**src/rtl/sdr_be_pkg.sv**
```systemverilog
package sdr_be_pkg;

    typedef enum logic [2:0] {
        CMD_NOP       = 3'd0,
        CMD_READ      = 3'd1,
        CMD_WRITE     = 3'd2,
        CMD_PRECHARGE = 3'd3,
        CMD_BSTOP     = 3'd4
    } cmd_e;

    // Deepest CAS latency supported by the read pipeline.
    localparam int CL_MAX = 3;
    // Longest burst is 8 beats: 3 bits of beat index.
    localparam int BEAT_W = 3;

    // Burst length code to group mask (BL-1).
    function automatic logic [BEAT_W-1:0] grp_mask(input logic [1:0] bl_code);
        case (bl_code)
            2'd0:    return 3'd0;
            2'd1:    return 3'd1;
            2'd2:    return 3'd3;
            default: return 3'd7;
        endcase
    endfunction

endpackage

```
**src/rtl/sdr_be_seq.sv**
```systemverilog
module sdr_be_seq
    import sdr_be_pkg::*;
#(
    parameter int COL_W = 5
) (
    input  logic             clk,
    input  logic             rst_n,
    input  logic [2:0]       cmd,
    input  logic [COL_W-1:0] col,
    input  logic [1:0]       cfg_bl,
    output logic             beat_vld,
    output logic             beat_rd,
    output logic [COL_W-1:0] beat_col
);

    typedef struct packed {
        logic              act;
        logic              rd;
        logic [COL_W-1:0]  base;
        logic [BEAT_W-1:0] cnt;
        logic [BEAT_W-1:0] gmask;
    } seq_t;

    seq_t st_d, st_q;

    logic [COL_W-1:0]  sel_base;
    logic [BEAT_W-1:0] sel_off;
    logic [BEAT_W-1:0] sel_mask;
    logic [COL_W-1:0]  wide_mask;
    logic              is_rw;
    logic              is_stop;

    assign is_rw   = (cmd == CMD_READ) || (cmd == CMD_WRITE);
    assign is_stop = (cmd == CMD_PRECHARGE) || (cmd == CMD_BSTOP);

    always_comb begin
        st_d     = st_q;
        beat_vld = 1'b0;
        beat_rd  = st_q.rd;
        sel_base = st_q.base;
        sel_off  = st_q.cnt;
        sel_mask = st_q.gmask;
        if (is_rw) begin
            st_d.rd    = (cmd == CMD_READ);
            st_d.base  = col;
            st_d.gmask = grp_mask(cfg_bl);
            st_d.cnt   = BEAT_W'(1);
            st_d.act   = (grp_mask(cfg_bl) != '0);
            beat_vld   = 1'b1;
            beat_rd    = (cmd == CMD_READ);
            sel_base   = col;
            sel_off    = '0;
            sel_mask   = grp_mask(cfg_bl);
        end else if (is_stop) begin
            st_d.act = 1'b0;
        end else if (st_q.act) begin
            beat_vld = 1'b1;
            st_d.cnt = st_q.cnt + BEAT_W'(1);
            st_d.act = (st_q.cnt != st_q.gmask);
        end
    end

    // Wrap inside the burst-aligned column group.
    assign wide_mask = COL_W'(sel_mask);
    assign beat_col  = (sel_base & ~wide_mask) | ((sel_base + COL_W'(sel_off)) & wide_mask);

    always_ff @(posedge clk or negedge rst_n) begin
        if (!rst_n) st_q <= '0;
        else        st_q <= st_d;
    end

    // a stop command never yields a beat in its own cycle
    a_r5_stop_no_beat: assert property (@(posedge clk) disable iff (!rst_n)
        is_stop |-> !beat_vld);

    // a Read or Write starts beat 0 at its own column right away
    a_r10_cmd_starts_beat: assert property (@(posedge clk) disable iff (!rst_n)
        is_rw |-> (beat_vld && beat_col == col && beat_rd == (cmd == CMD_READ)));

    // a continuation beat always follows a beat of the same direction
    a_r3_contiguous: assert property (@(posedge clk) disable iff (!rst_n)
        (beat_vld && !is_rw) |-> ($past(beat_vld) && beat_rd == $past(beat_rd)));

    // burst length 1 leaves nothing for the next cycle
    a_r3_single_beat: assert property (@(posedge clk) disable iff (!rst_n)
        (is_rw && cfg_bl == 2'd0) |=> (is_rw || !beat_vld));

endmodule

```
**src/rtl/sdr_be_cells.sv**
```systemverilog
module sdr_be_cells #(
    parameter int DW    = 16,
    parameter int COL_W = 5
) (
    input  logic             clk,
    input  logic             rst_n,
    input  logic             we,
    input  logic [COL_W-1:0] waddr,
    input  logic [DW-1:0]    wdata,
    input  logic [COL_W-1:0] raddr,
    output logic [DW-1:0]    rdata
);

    localparam int DEPTH = 1 << COL_W;

    logic [DW-1:0] mem_q [DEPTH];

    always_ff @(posedge clk) begin
        if (we) mem_q[waddr] <= wdata;
    end

    assign rdata = mem_q[raddr];

    // an accepted write is visible at its column one cycle later
    a_r4_write_lands: assert property (@(posedge clk) disable iff (!rst_n)
        we |=> (mem_q[$past(waddr)] == $past(wdata)));

endmodule

```
**src/rtl/sdr_be_rdpipe.sv**
```systemverilog
module sdr_be_rdpipe
    import sdr_be_pkg::*;
#(
    parameter int DW = 16
) (
    input  logic          clk,
    input  logic          rst_n,
    input  logic          cfg_cl3,
    input  logic          launch_vld,
    input  logic [DW-1:0] launch_data,
    input  logic          dqm,
    output logic [DW-1:0] dq_out,
    output logic          dq_oe
);

    localparam int TAP_W = $clog2(CL_MAX);

    typedef struct packed {
        logic          vld;
        logic [DW-1:0] data;
    } stage_t;

    typedef struct packed {
        stage_t [CL_MAX-1:0] stg;
        logic                dqm1;
        logic                dqm2;
    } pipe_t;

    pipe_t pp_d, pp_q;
    logic [TAP_W-1:0] tap;

    always_comb begin
        pp_d            = pp_q;
        pp_d.stg[0].vld  = launch_vld;
        pp_d.stg[0].data = launch_data;
        for (int i = 1; i < CL_MAX; i++) begin
            pp_d.stg[i] = pp_q.stg[i-1];
        end
        pp_d.dqm1 = dqm;
        pp_d.dqm2 = pp_q.dqm1;
    end

    always_ff @(posedge clk or negedge rst_n) begin
        if (!rst_n) pp_q <= '0;
        else        pp_q <= pp_d;
    end

    // Stage k holds a beat launched k+1 edges ago; CL=2 taps stage 1.
    assign tap    = cfg_cl3 ? TAP_W'(2) : TAP_W'(1);
    assign dq_oe  = pp_q.stg[tap].vld & ~pp_q.dqm2;
    assign dq_out = dq_oe ? pp_q.stg[tap].data : '0;

    // unmasked read beat is driven CL cycles after launch
    a_r2_cl2_drive: assert property (@(posedge clk) disable iff (!rst_n)
        (!cfg_cl3 && $past(launch_vld, 2) && !$past(dqm, 2)) |-> (dq_oe && dq_out == $past(launch_data, 2)));
    a_r2_cl3_drive: assert property (@(posedge clk) disable iff (!rst_n)
        (cfg_cl3 && $past(launch_vld, 3) && !$past(dqm, 2)) |-> (dq_oe && dq_out == $past(launch_data, 3)));

    // without a launch at the right distance the bus stays released
    a_r5_cl2_release: assert property (@(posedge clk) disable iff (!rst_n)
        (!cfg_cl3 && !$past(launch_vld, 2)) |-> !dq_oe);
    a_r5_cl3_release: assert property (@(posedge clk) disable iff (!rst_n)
        (cfg_cl3 && !$past(launch_vld, 3)) |-> !dq_oe);

    // mask two cycles back blanks the output
    a_r9_mask_hiz: assert property (@(posedge clk) disable iff (!rst_n)
        $past(dqm, 2) |-> !dq_oe);

endmodule

```
**src/rtl/sdr_burst_engine.sv**
```systemverilog
module sdr_burst_engine
    import sdr_be_pkg::*;
#(
    parameter int DW    = 16,
    parameter int COL_W = 5
) (
    input  logic             clk,
    input  logic             rst_n,
    input  logic [2:0]       cmd,
    input  logic [COL_W-1:0] col,
    input  logic             dqm,
    input  logic [DW-1:0]    dq_in,
    input  logic             cfg_cl3,
    input  logic [1:0]       cfg_bl,
    output logic [DW-1:0]    dq_out,
    output logic             dq_oe
);

    logic             beat_vld;
    logic             beat_rd;
    logic [COL_W-1:0] beat_col;
    logic             wr_en;
    logic             rd_launch;
    logic [DW-1:0]    cell_rdata;

    sdr_be_seq #(.COL_W(COL_W)) u_seq (
        .clk      (clk),
        .rst_n    (rst_n),
        .cmd      (cmd),
        .col      (col),
        .cfg_bl   (cfg_bl),
        .beat_vld (beat_vld),
        .beat_rd  (beat_rd),
        .beat_col (beat_col)
    );

    // Write mask has no latency: the beat's own dqm gates it.
    assign wr_en     = beat_vld & ~beat_rd & ~dqm;
    assign rd_launch = beat_vld & beat_rd;

    sdr_be_cells #(.DW(DW), .COL_W(COL_W)) u_cells (
        .clk   (clk),
        .rst_n (rst_n),
        .we    (wr_en),
        .waddr (beat_col),
        .wdata (dq_in),
        .raddr (beat_col),
        .rdata (cell_rdata)
    );

    sdr_be_rdpipe #(.DW(DW)) u_rdpipe (
        .clk         (clk),
        .rst_n       (rst_n),
        .cfg_cl3     (cfg_cl3),
        .launch_vld  (rd_launch),
        .launch_data (cell_rdata),
        .dqm         (dqm),
        .dq_out      (dq_out),
        .dq_oe       (dq_oe)
    );

    // Precharge or Burst Stop never stores the data of its own cycle
    a_r6_stop_no_store: assert property (@(posedge clk) disable iff (!rst_n)
        (cmd == CMD_PRECHARGE || cmd == CMD_BSTOP) |-> !wr_en);

    // a masked beat is never written
    a_r4_mask_blocks_write: assert property (@(posedge clk) disable iff (!rst_n)
        dqm |-> !wr_en);

    // a Read edge stores no write data
    a_r7_read_cuts_write: assert property (@(posedge clk) disable iff (!rst_n)
        (cmd == CMD_READ) |-> (!wr_en && rd_launch));

endmodule

```
**config.mk**
```make
export PLATFORM = sky130hd
export DESIGN_NAME = sdr_burst_engine
export DESIGN_NICKNAME = d
export VERILOG_FILES = /design/src/rtl/sdr_be_pkg.sv /design/src/rtl/sdr_be_seq.sv /design/src/rtl/sdr_be_cells.sv /design/src/rtl/sdr_be_rdpipe.sv /design/src/rtl/sdr_burst_engine.sv
export SDC_FILE = /design/constraint.sdc
export NUM_CORES = 1
export LEC_CHECK = 0
export CORE_ASPECT_RATIO = 1.2
export CORE_MARGIN = 2
export CORE_UTILIZATION = 55
export CTS_BUF_LIST = sky130_fd_sc_hd__clkbuf_8
export DETAILED_ROUTE_END_ITERATION = 6
export PLACE_DENSITY = 0.69
export SLEW_MARGIN = 20
export SYNTH_ARGS = -nofsm -noshare
export SYNTH_HDL_FRONTEND = slang
export SYNTH_SLANG_ARGS = --single-unit
export TNS_END_PERCENT = 100
```
**constraint.sdc**
```tcl
create_clock -name clk -period 5.51 [get_ports clk]
set_input_delay 0.551 -clock clk [delete_from_list [all_inputs] [get_ports clk]]
set_output_delay 0.551 -clock clk [all_outputs]
set_load 0.03 [all_outputs]
```
; Word-level counts from Yosys, hierarchy flattened
; Memory sizes are Yosys's and may differ from the RTL's. A register that Yosys moved wholly into a read port is not among the register bits.
; Index checks and enable logic that the tools add are counted.
; Widths: inputs -> output; s select.
[word_totals]
wordCells = 63
mem_count = 1
register_bits = 50
mem_bits_rw = 512
[op_classes]
eq_ne = 8
order_cmp = 1
add_sub_neg = 2
mux = 21
n_reduce_logical = 7
n_bitwise = 11
[mem_list]
columns = memory, depth, width, read_ports, rd_ports_with_merged_regs, wr, line
row1 = u_cells.mem_q, 32, 16, 1, 1, 1, sdr_be_cells.sv:16  ; logic [DW-1:0] mem_q [DEPTH];
[ops]
columns = op, n
row1 = $bmux 17 s2, 1
row2 = $mux 3, 6
row3 = $mux 17, 1
row4 = $mux 16, 1
row5 = $mux 1, 9
row6 = $pmux 3 s3, 1
row7 = $eq 3x2->1 const B, 2
row8 = $add 5x3->5, 1
row9 = $and 5x3->5, 1
row10 = $and 5x5->5, 1
row11 = $mux 5, 1
row12 = $not 3->5, 1
row13 = $or 5x5->5, 1
row14 = $and 1x1->1, 4
row15 = $add 3x1->3 const B, 1
row16 = $eq 3x1->1 const B, 1
row17 = $eq 3x3->1 const B, 1
row18 = $lt 2x3->1 const B, 1
row19 = $ne 3x3->1, 1
row20 = $not 1->1, 3
row21 = $reduce_bool 3->1, 1
row22 = $eq 2x1->1 const B, 1
row23 = $eq 2x2->1 const B, 1
row24 = $logic_not 2->1, 1
row25 = 6 further kinds, 7

; Depth between registers and ports, before layout
; Gate-level depths: netlist of the first run.
[depth]
word_depth = 8
ltp_mapped = 19

; Cells and area by module
; From an unflattened synthesis of the first run, not the netlist that was laid out.
[unflattened]
hier_cells = 1332
hier_area_um2 = 22949.5
[by_module_without_submodules]
columns = mod, instances, cells_per_inst, seq_area_each_um2, area_per_inst_um2
row1 = sdr_be_cells, 1, 1127, 15374.7, 20215.6
row2 = sdr_be_rdpipe, 1, 113, 1326.3, 1771.7
row3 = sdr_be_seq, 1, 90, 325.3, 943.4
row4 = sdr_burst_engine, 1, 2, 0.0, 18.8

; Least setup slack after synthesis of the first run
; Ideal clock, no wire load.
[synth_path]
kind = in2reg
from = in cmd[1]
to = mem u_cells.mem_q[16][0] (enable)
setup_time_ns = 0.388
path_slack_ns = 0.897
t_arrival_ns = 4.224
path_stages = 17
path_cell_list = buf_4 > xnor2_4 > nor2_1 > clkbuf_1 > nand2_1 > nand2_1 > ha_1 > inv_1 > fa_1 > xnor2_1 > and3b_1 > buf_2 > or4_1 > and2_0 > clkbuf_1 > clkbuf_1 > nor2_1
[synth_between]
elab_chain_len = 8
elab_cells_between_ends = 22
[synth_rtl]
columns = item, line
row1 = "start, declared", sdr_burst_engine.sv:9  ; input logic [2:0] cmd,
row2 = branches (longest 8 deep; another with $add 5x3->5), -
row3 = "end, declared", sdr_be_cells.sv:16
; Parallel ways; which one is timed is not known.

; Worst setup path after layout of the first run
[layout_path]
from = in cmd[1]
to = reg u_rdpipe.pp_d[22] (netlist name)
[layout_between]
elab_chain_len = 6
elab_cells_between_ends = 11
[layout_rtl]
columns = item, line
row1 = $eq 3x1->1 or $eq 3x2->1 (tied branches), sdr_be_seq.sv:33  ; assign is_rw = (cmd == CMD_READ) || (cmd == CMD_WRITE);
row2 = $logic_or 1x1->1 *, sdr_be_seq.sv:33
row3 = $mux 5 (tied with other cells), sdr_be_seq.sv:43  ; if (is_rw) begin
row4 = $add 5x3->5 or $not 3->5 (tied branches), sdr_be_seq.sv:65  ; assign beat_col = (sel_base & ~wide_mask) | ((sel_base + COL_W'(sel_off)) & wide_mask);
row5 = $and 5x3->5 or $and 5x5->5 (tied branches), sdr_be_seq.sv:65
row6 = $or 5x5->5 *, sdr_be_seq.sv:65
; Every way passes the cells marked *; elsewhere a longest branch is shown, timed or not.
; A chain may end at the register's enable or synchronous reset.

==> flow_summary.ini, run 1 <==
[finish]
nets = 1727
stdcell_count = 2301
layout-drive-gt1-share = 0.157
syn_to_final_growth_pct = 14.4
design_area_sq_mm = 0.0262
final_cell_mix = 512 x edfxtp_1, 252 x nand2_1, 123 x mux2i_1
layout_commonest_cell = edfxtp_1
fin_util = 0.640

[pwr]
p_per_area_mw_per_mm2 = 412
total_power_mw = 10.8
p_leak_nw = 9.52
irDropWorstVdd_mv = 0.224

[floorplan]
io_pins = 47
die_h_um = 227
start_util = 0.560
die_area_sq_mm = 0.0432
chipWidth_um = 190
core_area_sq_mm = 0.0408
rows = 81

[worst_setup_path]
path_class = primary input to flop
path_common_cell = nand2_1
worstReg2RegEnd = u_rdpipe.pp_d[22]
cp.arrival_ns = 5.53
worstPathCellList = clkdlybuf4s50_1, xnor2_4, or2_2, nand2_1, nand2_1, ha_1, inv_1, fa_1, xnor2_1, and3b_1, o21bai_1, and2_1, nor2_1, a2111oi_0, nand4_1
worstPathRequired_ns = 5.99
slowest_delay_ns = 1.09
worstRegToRegCells = 12
r2r_start = u_seq.st_q[3]
crit_family = simple AND/OR/NAND/NOR gates
cpMaxStageDelayCell = a2111oi_0
cp-start-kind = primary input
worstSetupEndpointType = flop
rrSetupSlack_ns = 1.11
cp_max_fo = 15
crit_buf_inv = 2

[grt]
grt_max_degree = 67
antenna_found_initial = 2
grt_pass1_vias = 13800
grt.overflow.total = 0
grt_pass1_wl_um = 88000
grt.total_usage = 0.284

[drt]
routed_via_density = 6.10
ant_nets = 0
finalWirelength_um = 60300
firstDrtPassIters = 5
num_vias = 14000
first_iter_violations = 1606
remaining_drc_errors = 0
wl_per_cell_um = 26.2

[cts]
cts_max_path_buffers = 3
clkSlewWorstSetupHoldPaths_ns = 0.06
cts_num_sinks = 578
root_buffer = clkbuf_8
clk_latency_ns = 0.68
h-tree-depth = 3
cts_tree = done
post_cts_resized = 0
cts_setup_buffers = 0
numCtsBuffers = 88
ctsHoldBuffers = 0

[min_path]
hold_path_class = primary input to asynchronous set/reset pin

[synth]
ys_ff_latch = 578
async_flop_share = 0.114
synth.distinct_cells = 67
syn_inst = 1532
synth_edf_count = 512
syn_avg_cell_area_sq_um = 14.9
syn-cell-area_sq_mm = 0.0229
ys_warn_count = 0
ys_seq_area_frac = 0.745
synth_flop_cell = edfxtp_1
synth_nets = 1565

[outcome]
status = complete, no violations

[placed_design]
place_inst = 2143
place_hpwl_um = 39200
numPortBuffers = 46
dp_slack_ns = -0.246
placed_cell_area_sq_mm = 0.0245
place_congestion = 0.964

[sta]
clock-skew-final_ns = 0.0294
final-max-slew-violation-count = 0
slew_headroom = 0.176
report.final.setup_viol = 0
finalSetupTns_ns = 0
worst_pin_slew_ns = 1.20
fmax_ghz = 0.198
post-route-period-util = 0.917
final.setup.worst_slack_ns = 0.456
hold_violations = 0
min_period_ns = 5.05
grt_setup_unrepaired = false
hold_ws_ns = 0.0809

[run]
drv_cap = 0
==> layer usage <==
| metal | GRT usage | part of all wire | vias to the layer above |
|---|---|---|---|
| li1 | - | - | 6177 |
| met1 | 0.356 | 0.38 | 7016 |
| met5 | 0 | 0 | - |
| met3 | 0.0498 | 0.076 | 146 |
| met2 | 0.478 | 0.50 | 697 |
| met4 | 0.148 | 0.047 | 0 |
==> final cells by class <==
type,instances,area (sq um)
inverters,6,22.5
clock buffers,93,1280
multi-input cells,861,5420
diodes,3,7.51
fillers,2912,14700
well taps,539,674
clock inverters,62,329
repair buffers,159,1390
flip-flops and latches,578,17000
==> cell families after synthesis <==
family | after synthesis | share of synthesized area
compound gates | 213 | 0.0657
xor+xnor | 8 | 0.00389
fa+ha+maj | 4 | 0.00241
buf+inv | 93 | 0.0189
flops | 578 | 0.745
mux | 162 | 0.0731
simple gates | 474 | 0.0913
==> registers in the layout, summed over array words and instances (netlist names) <==
signal,cells
u_seq.st_q,13
u_rdpipe.pp_d,35
u_cells.mem_q,512
u_rdpipe.pp_q,18
==> power breakdown <==
group          internal [mW]  total [mW]  switching, mW
Sequential              5.00        5.18          0.180
Combinational          0.833        2.32           1.49
Clock                   1.66        3.26           1.61
Total                   7.49        10.8           3.28
==> worst max path at each step <==
stage	from	cells past startpoint	to	slack, ns
after detailed placement	cmd[1]	15	u_rdpipe.pp_d[22]	-0.25
after global routing	cmd[1]	15	u_rdpipe.pp_d[25]	0.22
after floorplan	cmd[1]	17	u_cells.mem_q[16][0]	0.90
final	cmd[1]	15	u_rdpipe.pp_d[22]	0.46
after global placement	cmd[1]	15	u_rdpipe.pp_d[23]	-0.23
after CTS	cmd[1]	15	u_rdpipe.pp_d[22]	0.45
==> cell usage after synthesis (10+ instances only) <==
cell         n  area, sq um
nand4_1     14         87.6
dfrtp_1     66         1650
nand2_1    253          950
a32oi_1     11         96.3
o32ai_1     15          131
o21ai_0     35          175
and3_1      16          100
mux2i_1    123         1230
o211ai_1    11         82.6
nor3_1      29          145
clkbuf_1    30          113
buf_2       40          200
a311oi_1    10         87.6
nor2_1      67          251
nand3_1     59          295
a21oi_1     53          265
edfxtp_1   512        15400
a2111oi_0   19          166
mux2_2      38          428
Power figures use the tool's default switching activity.
==> run 2: changes to the inputs <==
--- a/config.mk
+++ b/config.mk
@@ -6,7 +6,6 @@
 export NUM_CORES = 1
 export LEC_CHECK = 0
 export CORE_ASPECT_RATIO = 1.2
-export CORE_MARGIN = 2
 export CORE_UTILIZATION = 55
 export CTS_BUF_LIST = sky130_fd_sc_hd__clkbuf_8
 export DETAILED_ROUTE_END_ITERATION = 6
==> run 2 against run 1 <==
Net effect: die area decreased by 1.9%; via count fell by 0.77%; power increased by 0.32%; non-clock buffer count is 3 lower; utilization about the same; wire length down 3.7%.
==> flow_summary.ini, run 2 (synthesis results as in run 1) <==
[floorplan]
io_pins = 47
die_h_um = 225
chipWidth_um = 188
start_util = 0.560
rows = 81
die_area_sq_mm = 0.0424
core_area_sq_mm = 0.0408

[sta]
clock-skew-final_ns = 0.0349
worst_pin_slew_ns = 1.05
finalSetupTns_ns = 0
fmax_ghz = 0.191
report.final.setup_viol = 0
slew_headroom = 0.298
min_period_ns = 5.22
post-route-period-util = 0.948
final.setup.worst_slack_ns = 0.287
hold_violations = 0
final-max-slew-violation-count = 0
grt_setup_unrepaired = false

[placed_design]
dp_slack_ns = -0.251
place_inst = 2140
numPortBuffers = 46
place_hpwl_um = 37500
place_congestion = 0.944
placed_cell_area_sq_mm = 0.0245

[cts]
h-tree-depth = 3
clkSlewWorstSetupHoldPaths_ns = 0.07
root_buffer = clkbuf_8
cts_max_path_buffers = 3
post_cts_resized = 0
ctsHoldBuffers = 0
numCtsBuffers = 88
cts_tree = done
clk_latency_ns = 0.67
cts_setup_buffers = 0
cts_num_sinks = 578

[worst_setup_path]
cp.arrival_ns = 5.68
worstPathCellList = clkdlybuf4s50_1, xnor2_4, or2_2, nand2_1, nand2_1, ha_1, inv_1, fa_1, xnor2_1, and3b_1, or4_1, and2_0, nor3_1, a2111oi_0, nand4_1
slowest_delay_ns = 0.82
worstRegToRegCells = 12
rrSetupSlack_ns = 1.09
path_class = primary input to flop
worstSetupEndpointType = flop
worstReg2RegEnd = u_rdpipe.pp_d[23]
cpMaxStageDelayCell = a2111oi_0
path_common_cell = nand2_1
cp-start-kind = primary input
worstPathRequired_ns = 5.97
cp_max_fo = 15
r2r_start = u_seq.st_q[3]

[finish]
largest_register_ffs = 512
design_area_sq_mm = 0.0262
layout-drive-gt1-share = 0.159
layout_commonest_cell = edfxtp_1
top_register = u_cells.mem_q
syn_to_final_growth_pct = 14.5
stdcell_count = 2301
fin_util = 0.641
diodes = 0
nFillCells = 2940
final_cell_mix = 512 x edfxtp_1, 252 x nand2_1, 123 x mux2i_1
nets = 1724

[pwr]
p_per_area_mw_per_mm2 = 413
p_leak_nw = 9.51
irDropWorstVdd_mv = 0.373

[drt]
wl_met2_um = 28400
num_vias = 13900
wl_per_cell_um = 25.2
remaining_drc_errors = 0
top_layer_used = met5
finalWirelength_um = 58000
first_iter_violations = 1520
ant_nets = 0
routed_via_density = 6.05
firstDrtPassIters = 7
route.met3.wl_um = 4740
wl_met1_um = 22100

[run]
drv_cap = 0

[grt]
grt_pass1_wl_um = 86300
antenna_found_initial = 2
grt.total_usage = 0.281
grt_pass1_vias = 13700
grt_max_degree = 67
grt.overflow.total = 0

[min_path]
hold_path_class = primary input to asynchronous set/reset pin

[outcome]
status = complete, no violations
## run 2: changes by cell type in the layout (fill, tap and decap cells not counted), moves of 3 or more
cell      delta
clkinv_1    +10
inv_1        -8
clkbuf_8     +6
diode_2      -3
## run 2: metrics by stage
step | hold slack (ns) | total power, mW
6_report | 0.118 | 10.8
5_1_grt | 0.189 | 11.2
4_1_cts | 0.119 | 10.8
3_5_place_dp | 0.335 | 7.50
3_3_place_gp | 0.334 | 7.47
2_1_floorplan | 0.255 | 6.63
## run 2: how the worst max path moves through the flow
stage | from | endpoint | slack, ns | depth (start not counted)
floorplan | cmd[1] | u_cells.mem_q[16][0] | 0.90 | 17
detailed placement | cmd[1] | u_rdpipe.pp_d[23] | -0.25 | 15
global placement | cmd[1] | u_rdpipe.pp_d[23] | -0.19 | 15
finish | cmd[1] | u_rdpipe.pp_d[23] | 0.29 | 15
global route | cmd[1] | u_rdpipe.pp_d[23] | 0.16 | 15
CTS | cmd[1] | u_rdpipe.pp_d[23] | 0.39 | 15
## run 2: worst max-delay path, delay by kind of cell
family / cells / cell delay (ns)
XOR/XNOR: 2 / 0.73
adder cells (fa/ha/maj): 2 / 0.58
AND/OR/NAND/NOR: 8 / 2.32
buffers and inverters: 2 / 0.67
AO/OA/AOI/OAI: 1 / 0.82
## run 2: metal layers
layer / global-route usage / vias to the layer above
met1: 0.362 / 6901
met4: 0.142 / 2
met5: 0 / -
met3: 0.0476 / 159
met2: 0.463 / 696
li1: - / 6170
## run 2: cell type report
type / count / area (sq um) / area share
clock inverter: 62 / 317 / 0.0121
multi-input combinational: 861 / 5420 / 0.207
inverter: 6 / 22.5 / 0.000861
sequential: 578 / 17000 / 0.651
tap: 539 / 674 / 0.0258
clock buffer: 99 / 1360 / 0.0521
timing repair buffer: 156 / 1350 / 0.0514
## run 2: where the power goes
part	leakage [nW]	total, mW	switching (mW)	internal, mW
Combinational	3.17	2.28	1.46	0.823
Clock	0.942	3.37	1.63	1.74
Sequential	5.40	5.15	0.150	5.00
Total	9.51	10.8	3.24	7.56
